File: config.mk
export PLATFORM = sky130hd
export DESIGN_NAME = baud_clk_gen
export DESIGN_NICKNAME = d
export VERILOG_FILES = /design/src/rtl/baud_pkg.sv /design/src/rtl/baud_regs.sv /design/src/rtl/baud_counter.sv /design/src/rtl/baud_toggle.sv /design/src/rtl/baud_clk_gen.sv
export SDC_FILE = /design/constraint.sdc
export NUM_CORES = 1
export LEC_CHECK = 0
export BUFFER_PORTS_ARGS = -buffer_cell sky130_fd_sc_hd__buf_4
export CAP_MARGIN = 40
export CORE_MARGIN = 3
export CORE_UTILIZATION = 55
export DETAILED_ROUTE_END_ITERATION = 10
export HOLD_SLACK_MARGIN = 0.12
export PLACE_DENSITY_LB_ADDON = 0.2
export SLEW_MARGIN = 10
export SYNTH_ARGS = -nofsm -noshare
export SYNTH_HDL_FRONTEND = slang
export SYNTH_SLANG_ARGS = --single-unit
File: constraint.sdc
create_clock -name clk_i -period 6.2 [get_ports clk_i]
set_clock_uncertainty 0.05 [all_clocks]
set_input_delay 1.55 -clock clk_i [delete_from_list [all_inputs] [get_ports clk_i]]
set_output_delay 1.55 -clock clk_i [all_outputs]
set_load 0.005 [all_outputs]
File: src/rtl/baud_pkg.sv
package baud_pkg;
  localparam int unsigned ADDR_W = 3;

  typedef enum logic [ADDR_W-1:0] {
    ADR_RLD_LO = 3'd0,
    ADR_RLD_HI = 3'd1,
    ADR_CTRL   = 3'd2,
    ADR_CNT_LO = 3'd3,
    ADR_CNT_HI = 3'd4
  } reg_adr_e;

  typedef struct packed {
    logic rld_lo;
    logic rld_hi;
    logic ctrl;
    logic cnt_lo;
    logic cnt_hi;
  } wr_sel_t;
endpackage

File: src/rtl/baud_regs.sv
module baud_regs
  import baud_pkg::*;
#(
  parameter int unsigned DATA_W = 8,
  parameter int unsigned CNT_W  = 12
) (
  input  logic              clk_i,
  input  logic              rst_ni,
  input  logic              we_i,
  input  logic [ADDR_W-1:0] addr_i,
  input  logic [DATA_W-1:0] wdata_i,
  input  logic [CNT_W-1:0]  cnt_i,
  output logic [CNT_W-1:0]  reload_o,
  output logic              run_o,
  output logic              start_o,
  output logic              stop_o,
  output logic              cnt_wr_lo_o,
  output logic              cnt_wr_hi_o,
  output logic [DATA_W-1:0] rdata_o
);
  localparam int unsigned HI_W = CNT_W - DATA_W;

  wr_sel_t          sel;
  logic [CNT_W-1:0] reload_q;
  logic             run_q;

  always_comb begin
    sel = '0;
    if (we_i) begin
      unique case (addr_i)
        ADR_RLD_LO: sel.rld_lo = 1'b1;
        ADR_RLD_HI: sel.rld_hi = 1'b1;
        ADR_CTRL:   sel.ctrl   = 1'b1;
        ADR_CNT_LO: sel.cnt_lo = 1'b1;
        ADR_CNT_HI: sel.cnt_hi = 1'b1;
        default:    sel        = '0;
      endcase
    end
  end

  always_ff @(posedge clk_i or negedge rst_ni) begin
    if (!rst_ni) begin
      reload_q <= '0;
      run_q    <= 1'b0;
    end else begin
      if (sel.rld_lo) reload_q[DATA_W-1:0]     <= wdata_i;
      if (sel.rld_hi) reload_q[CNT_W-1:DATA_W] <= wdata_i[HI_W-1:0];
      if (sel.ctrl)   run_q                    <= wdata_i[0];
    end
  end

  // start fires only on a 0->1 transition of run
  assign start_o     = sel.ctrl & wdata_i[0] & ~run_q;
  assign stop_o      = sel.ctrl & ~wdata_i[0];
  assign cnt_wr_lo_o = sel.cnt_lo;
  assign cnt_wr_hi_o = sel.cnt_hi;
  assign reload_o    = reload_q;
  assign run_o       = run_q;

  always_comb begin
    rdata_o = '0;
    unique case (addr_i)
      ADR_RLD_LO: rdata_o             = reload_q[DATA_W-1:0];
      ADR_RLD_HI: rdata_o[HI_W-1:0]   = reload_q[CNT_W-1:DATA_W];
      ADR_CTRL:   rdata_o[0]          = run_q;
      ADR_CNT_LO: rdata_o             = cnt_i[DATA_W-1:0];
      ADR_CNT_HI: rdata_o[HI_W-1:0]   = cnt_i[CNT_W-1:DATA_W];
      default:    rdata_o             = '0;
    endcase
  end
endmodule

File: src/rtl/baud_counter.sv
module baud_counter #(
  parameter int unsigned DATA_W = 8,
  parameter int unsigned CNT_W  = 12
) (
  input  logic              clk_i,
  input  logic              rst_ni,
  input  logic              run_i,
  input  logic              start_i,
  input  logic              stop_i,
  input  logic              en_i,
  input  logic [CNT_W-1:0]  reload_i,
  input  logic              wr_lo_i,
  input  logic              wr_hi_i,
  input  logic [DATA_W-1:0] wdata_i,
  output logic [CNT_W-1:0]  cnt_o,
  output logic              uf_evt_o,
  output logic              uf_o
);
  localparam int unsigned HI_W = CNT_W - DATA_W;

  logic [CNT_W-1:0] cnt_q;
  logic             uf_q;
  logic             step;
  logic             zero;

  // start, stop and presets take the edge; no step in that cycle
  assign step     = run_i & en_i & ~start_i & ~stop_i & ~wr_lo_i & ~wr_hi_i;
  assign zero     = (cnt_q == '0);
  assign uf_evt_o = step & zero;

  always_ff @(posedge clk_i or negedge rst_ni) begin
    if (!rst_ni) begin
      cnt_q <= '0;
      uf_q  <= 1'b0;
    end else begin
      uf_q <= uf_evt_o;
      if (start_i) begin
        cnt_q <= reload_i;
      end else if (wr_lo_i || wr_hi_i) begin
        if (wr_lo_i) cnt_q[DATA_W-1:0]     <= wdata_i;
        if (wr_hi_i) cnt_q[CNT_W-1:DATA_W] <= wdata_i[HI_W-1:0];
      end else if (step) begin
        cnt_q <= zero ? reload_i : cnt_q - 1'b1;
      end
    end
  end

  assign cnt_o = cnt_q;
  assign uf_o  = uf_q;
endmodule

File: src/rtl/baud_toggle.sv
module baud_toggle (
  input  logic clk_i,
  input  logic rst_ni,
  input  logic clr_i,
  input  logic tgl_i,
  output logic sclk_o
);
  logic lvl_q;

  always_ff @(posedge clk_i or negedge rst_ni) begin
    if (!rst_ni)    lvl_q <= 1'b0;
    else if (clr_i) lvl_q <= 1'b0;
    else if (tgl_i) lvl_q <= ~lvl_q;
  end

  assign sclk_o = lvl_q;
endmodule

File: src/rtl/baud_clk_gen.sv
module baud_clk_gen
  import baud_pkg::*;
#(
  parameter int unsigned DATA_W = 8,
  parameter int unsigned CNT_W  = 12
) (
  input  logic              clk_i,
  input  logic              rst_ni,
  input  logic              cnt_en_i,
  input  logic              reg_we_i,
  input  logic [ADDR_W-1:0] reg_addr_i,
  input  logic [DATA_W-1:0] reg_wdata_i,
  output logic [DATA_W-1:0] reg_rdata_o,
  output logic              uflow_o,
  output logic              sclk_o
);
  logic [CNT_W-1:0] reload_w;
  logic [CNT_W-1:0] cnt_w;
  logic             run_w;
  logic             start_w;
  logic             stop_w;
  logic             wr_lo_w;
  logic             wr_hi_w;
  logic             uf_evt_w;
  logic             cnt_wr_w;

  assign cnt_wr_w = wr_lo_w | wr_hi_w;

  baud_regs #(.DATA_W(DATA_W), .CNT_W(CNT_W)) u_regs (
    .clk_i       (clk_i),
    .rst_ni      (rst_ni),
    .we_i        (reg_we_i),
    .addr_i      (reg_addr_i),
    .wdata_i     (reg_wdata_i),
    .cnt_i       (cnt_w),
    .reload_o    (reload_w),
    .run_o       (run_w),
    .start_o     (start_w),
    .stop_o      (stop_w),
    .cnt_wr_lo_o (wr_lo_w),
    .cnt_wr_hi_o (wr_hi_w),
    .rdata_o     (reg_rdata_o)
  );

  baud_counter #(.DATA_W(DATA_W), .CNT_W(CNT_W)) u_cnt (
    .clk_i    (clk_i),
    .rst_ni   (rst_ni),
    .run_i    (run_w),
    .start_i  (start_w),
    .stop_i   (stop_w),
    .en_i     (cnt_en_i),
    .reload_i (reload_w),
    .wr_lo_i  (wr_lo_w),
    .wr_hi_i  (wr_hi_w),
    .wdata_i  (reg_wdata_i),
    .cnt_o    (cnt_w),
    .uf_evt_o (uf_evt_w),
    .uf_o     (uflow_o)
  );

  baud_toggle u_tgl (
    .clk_i  (clk_i),
    .rst_ni (rst_ni),
    .clr_i  (start_w | stop_w),
    .tgl_i  (uf_evt_w),
    .sclk_o (sclk_o)
  );
endmodule

After elaboration in Yosys (flattened, before gate mapping). Cells that the tools add are included.

Bits in registers: 27. Bits in latches: 0. Bits in writable memories: 0. Memory bits (read-only): 0. Input port bits: 15. Output and inout port bits: 10. Memories: 0.

$add $sub $neg: 1. Multiply operators: 0. Div/mod/pow operators: 0. Order comparisons: 0. Equality and inequality tests: 6. Shifts and indexed selects: 0. Muxes and demuxes: 17. Bitwise operators: 17. Reductions and logical operators: 7.

Operators by type and width (number): $mux 12 (4); $logic_not 12->1 (1); $pmux 3 s4 (1); $sub 12x1->12 const B (1); $and 1x1->1 (9); $mux 8 (1); $pmux 4 s2 (1); $mux 1 (7); $not 1->1 (7); $eq 3x2->1 const B (2); $ne 3x3->1 const B (2); $mux 5 (1); $pmux 1 s5 (1); $mux 4 (1); $reduce_and 2->1 (2); $eq 3x1->1 const B (1); $eq 3x3->1 const B (1); $logic_not 3->1 (1); $reduce_bool 3->1 (1); $reduce_bool 2->1 (1); $logic_or 1x1->1 (1); $or 1x1->1 (1).

Longest topological paths before layout.
Depth after elaboration: 13. Gate-level depth with buffers: 9. Gate-level depth less buffers: 7.

Modules after synthesis. A second synthesis with hierarchy kept.

Cell total of the unflattened synthesis: 223. Area, all modules: 2037.0 sq um.

By module, submodules not included: baud_counter (times used 1, cells an instance 149, area an instance 1176.1 sq um, sequential area each 325.3 sq um); baud_regs (times used 1, cells an instance 70, area an instance 817.0 sq um, sequential area each 325.3 sq um); baud_toggle (times used 1, cells an instance 3, area an instance 37.5 sq um, sequential area each 25.0 sq um); baud_clk_gen (times used 1, cells an instance 1, area an instance 6.3 sq um, sequential area each 0.0 sq um).

Worst setup path after synthesis. No wires, ideal clock.

Path kind: input -> output. From: input port reg_addr_i[0]. To: output port reg_rdata_o[0]. Arrival time: 2400 ps. Setup slack: 2200 ps. Stages on the path: 4. Path buffers: 1. Path through: clkbuf_1 mux2_2 a22oi_1 o22ai_1.

Longest elaborated chain between the ends: 2.

Ends and longest elaborated chain: from (decl) (line baud_clk_gen.sv:11) `input logic [ADDR_W-1:0] reg_addr_i,`; $eq 3x3->1 (tied with other cells) (line baud_regs.sv:62) `unique case (addr_i)`; $pmux 1 s5 * (line baud_regs.sv:62); to (decl) (line baud_clk_gen.sv:13) `output logic [DATA_W-1:0] reg_rdata_o,`.

Every way passes the cells marked *; elsewhere a longest branch is shown, timed or not.

Worst setup path after layout.
From: input port reg_addr_i[1]. To: output port reg_rdata_o[0].

Same word-level chain as after synthesis.

==> qor.log <==
INFO  pwr            finalPower=0.653mW
INFO  synth          synth_fp_nets=247
INFO  placed_design  dp_hpwl=3830um
INFO  sta            slew_headroom=44.2%
INFO  synth          synth_async_sr_flop_share=100%
INFO  final_layout   mostFrequentLayoutCell=sky130_fd_sc_hd__dfrtp_1
INFO  drt            average_detailed_routed_wire_length_per_instance=18.7um
INFO  die            die_height=66.2um
INFO  pwr            cellLeakagePower=0.888nW
INFO  flow_run       cap_viol_max_count=0
INFO  drt            drt_drc_violations_left=0
INFO  worst_setup_path crit_start=reg_addr_i[1]
INFO  worst_hold_path worstHoldPathCells=2
INFO  synth          netlist.area_leader.share=33.9%
INFO  worst_setup_path r2r_start=u_cnt.cnt_o[0]$_DFFE_PN0P_
INFO  die            floorplan.io_pins=25
INFO  synth          synth.lib_cells_used.distinct=56
INFO  worst_hold_path hold_start=u_regs.run_o$_DFFE_PN0N_
INFO  die            dieWidth=66.2um
INFO  grt            grt_first_pass_wirelength=8590um
INFO  synth          synthesis.yosys.warnings=0
INFO  grt            first_global_vias=1608
INFO  worst_setup_path timing.critical_path.arrival=2.51ns
INFO  die            placementRows=21
INFO  cts            postCtsResizedCells=0
INFO  final_layout   layout.filler_cells=298
INFO  drt            ant_nets=0
INFO  worst_setup_path worst-endpoint-required=4.60ns
INFO  sta            layout_min_cycle_time=4.11ns
INFO  drt            number_of_drc_violations_after_detailed_routing_iteration_0=215
INFO  grt            antenna_found_initial=0
INFO  drt            detailedRoute.firstPassIterationCount=5
INFO  final_layout   layout.nets=261
INFO  worst_hold_path holdPathEnd=u_regs.run_o$_DFFE_PN0N_
INFO  worst_setup_path startpoint_type=input pin
INFO  cts            cts.htree.levels=1
INFO  synth          post-synth-top-area-cell=sky130_fd_sc_hd__dfrtp_1
INFO  worst_hold_path min-delay-path-class=reg2reg
INFO  cts            number_of_clock_sinks=27
INFO  sta            setup_violations=0
INFO  die            die-area=0.00439mm2
INFO  cts            clock_tree_from_tritoncts=built
INFO  cts            clock_insertion_delay_worst_skew=0.34ns
INFO  drt            detail_route.vias_per_cell=6.69
INFO  final_layout   diodes=0
INFO  run_status     outcome=completed
INFO  drt            wl=5410um
INFO  synth          ys_top_cells_by_area=sky130_fd_sc_hd__dfrtp_1 34%, sky130_fd_sc_hd__mux2_2 7.3%, sky130_fd_sc_hd__o21ai_0 4.3%
INFO  cts            clk_pin_slew=0.16ns
INFO  grt            grt_start_max_net_pins=28
INFO  worst_setup_path r2r.worst_path.cells=7
INFO  sta            final-hold-violation-count=0
INFO  pwr            peakVddDrop=161uV
INFO  sta            fmax=0.243GHz
INFO  cts            clk_path_buf_depth=2
INFO  synth          syn_avg_cell_area=8.68um2
INFO  sta            fin_tns_setup=0ns
INFO  placed_design  port_buffers=24
INFO  sta            rsz0062_at_grt=false
INFO  synth          post_synth_inst_count=230
INFO  worst_setup_path timing.setup.critical_path_class=in2out
INFO  worst_setup_path r2r_setup_slack=3.79ns
INFO  synth          synth_flop_cell=sky130_fd_sc_hd__dfrtp_1
INFO  worst_setup_path critical_path.max_fanout=16
INFO  grt            grt_util_all_layers=26.0%
INFO  cts            postCtsSetupRepairBufs=0
INFO  synth          syn_area=0.00200mm2
INFO  die            initial_utilization=58.4%
INFO  drt            routed-via-count=1932
INFO  sta            final_min_period_over_clock_period=66.4%
INFO  placed_design  gp_routability_congestion=0.901
INFO  final_layout   most-common-layout-cells=27 x sky130_fd_sc_hd__dfrtp_1, 25 x sky130_fd_sc_hd__buf_4, 20 x sky130_fd_sc_hd__nor2_1
INFO  pwr            cellPowerDensity=297mW/mm2
INFO  sta            hold_ws=0.521ns
INFO  cts            post_cts_hold_buffer_count=0
INFO  worst_setup_path critical_path.reg2reg.endpoint=u_cnt.cnt_o[5]$_DFFE_PN0P_
INFO  synth          synth-seq-cells=27
INFO  cts            root_buffer=sky130_fd_sc_hd__clkbuf_4
INFO  synth          number_of_synthesized_flops_with_an_enable_pin=0
INFO  final_layout   area_growth=10.0%
INFO  synth          ys_seq_area_share=33.9%
INFO  worst_setup_path worst_setup_path_end_kind=output pin
INFO  sta            worst_slew_pin_slew=0.832ns
INFO  die            floorplan.core_area=0.00342mm2
INFO  final_layout   final_layout_size_suffix_gt1_share=22.2%
INFO  grt            gr-total-overflow=0
INFO  cts            numCtsBuffers=3
INFO  sta            maxSlewViolCount=0
[final cells by class]
| cell class | instances | area [um2] | share of cell area, % |
|---|---|---|---|
| inverters | 4 | 15.0 | 0.684 |
| multi-input cells | 183 | 1230 | 56.2 |
| well taps | 46 | 57.6 | 2.62 |
| flip-flops and latches | 27 | 676 | 30.8 |
| clock buffers | 4 | 26.3 | 1.20 |
| repair buffers | 25 | 188 | 8.55 |
[metal layers]
metal	track usage, %	part of all wire [%]	vias to the layer above
met2	36.9	44	116
li1	-	-	887
met4	8.12	1.7	0
met5	0	0	-
met3	3.23	11	12
met1	40.4	43	917
[worst max-delay path by stage]
stage                     end  slack, ns  cells after the start
6_report       reg_rdata_o[0]       2.09                      5
5_1_grt        reg_rdata_o[2]       1.99                      5
4_1_cts        reg_rdata_o[0]       2.09                      5
3_5_place_dp   reg_rdata_o[0]       2.10                      5
3_3_place_gp   reg_rdata_o[0]       2.12                      5
2_1_floorplan  reg_rdata_o[0]       2.20                      4
[synthesized netlist by cell type (all sizes together) (4+ instances only)]
master and instances:
nor3 9, mux2 13, a31oi 5, inv 4, dfrtp 27, nand3 5, xor2 4, nor2 20
nand2 19, o22ai 9, a211oi 4, clkbuf 11, a22oi 5, o21ai 21, a21oi 14, buf 5
[critical path, stage by stage]
cell                      delay (ns)
sky130_fd_sc_hd__buf_4          0.16
sky130_fd_sc_hd__nor2_1         0.34
sky130_fd_sc_hd__a22oi_1        0.15
sky130_fd_sc_hd__o22ai_1        0.17
sky130_fd_sc_hd__buf_4          0.13
[logic make-up after synthesis]
family          after synthesis  synth area share, %
simple gates                 81                 22.7
flops                        27                 33.9
fa+ha+maj                     2                 1.25
buf+inv                      20                 4.33
mux                          16                 8.84
xor+xnor                      5                 2.19
compound gates               79                 26.8
[stage by stage]
| stage | area, um2 | setup WS [ns] | utilization [%] | instances |
|---|---|---|---|---|
| final | 2200 | 2.09 | 64.3 | 289 |
| after global routing | 2200 | 1.99 | 64.3 | 289 |
| after CTS | 2200 | 2.09 | 64.3 | 289 |
| after detailed placement | 2170 | 2.10 | 63.5 | 285 |
| after global placement | 2160 | 2.12 | 63.3 | 284 |
| after floorplan | 2000 | 2.20 | - | 230 |
[registers in the layout, summed over array words and instances, names as in the netlist]
| name | flops |
|---|---|
| u_regs.run_o | 1 |
| u_cnt.uf_o | 1 |
| u_regs.reload_o | 12 |
| u_tgl.sclk_o | 1 |
| u_cnt.cnt_o | 12 |
[power by group]
group,switching (mW),leakage (nW),internal [mW]
clock,0.0581,0.0150,0.0254
sequential,0.0865,0.316,0.229
combinational,0.127,0.557,0.127
total,0.271,0.888,0.381
(Power assumes the default switching activity.)
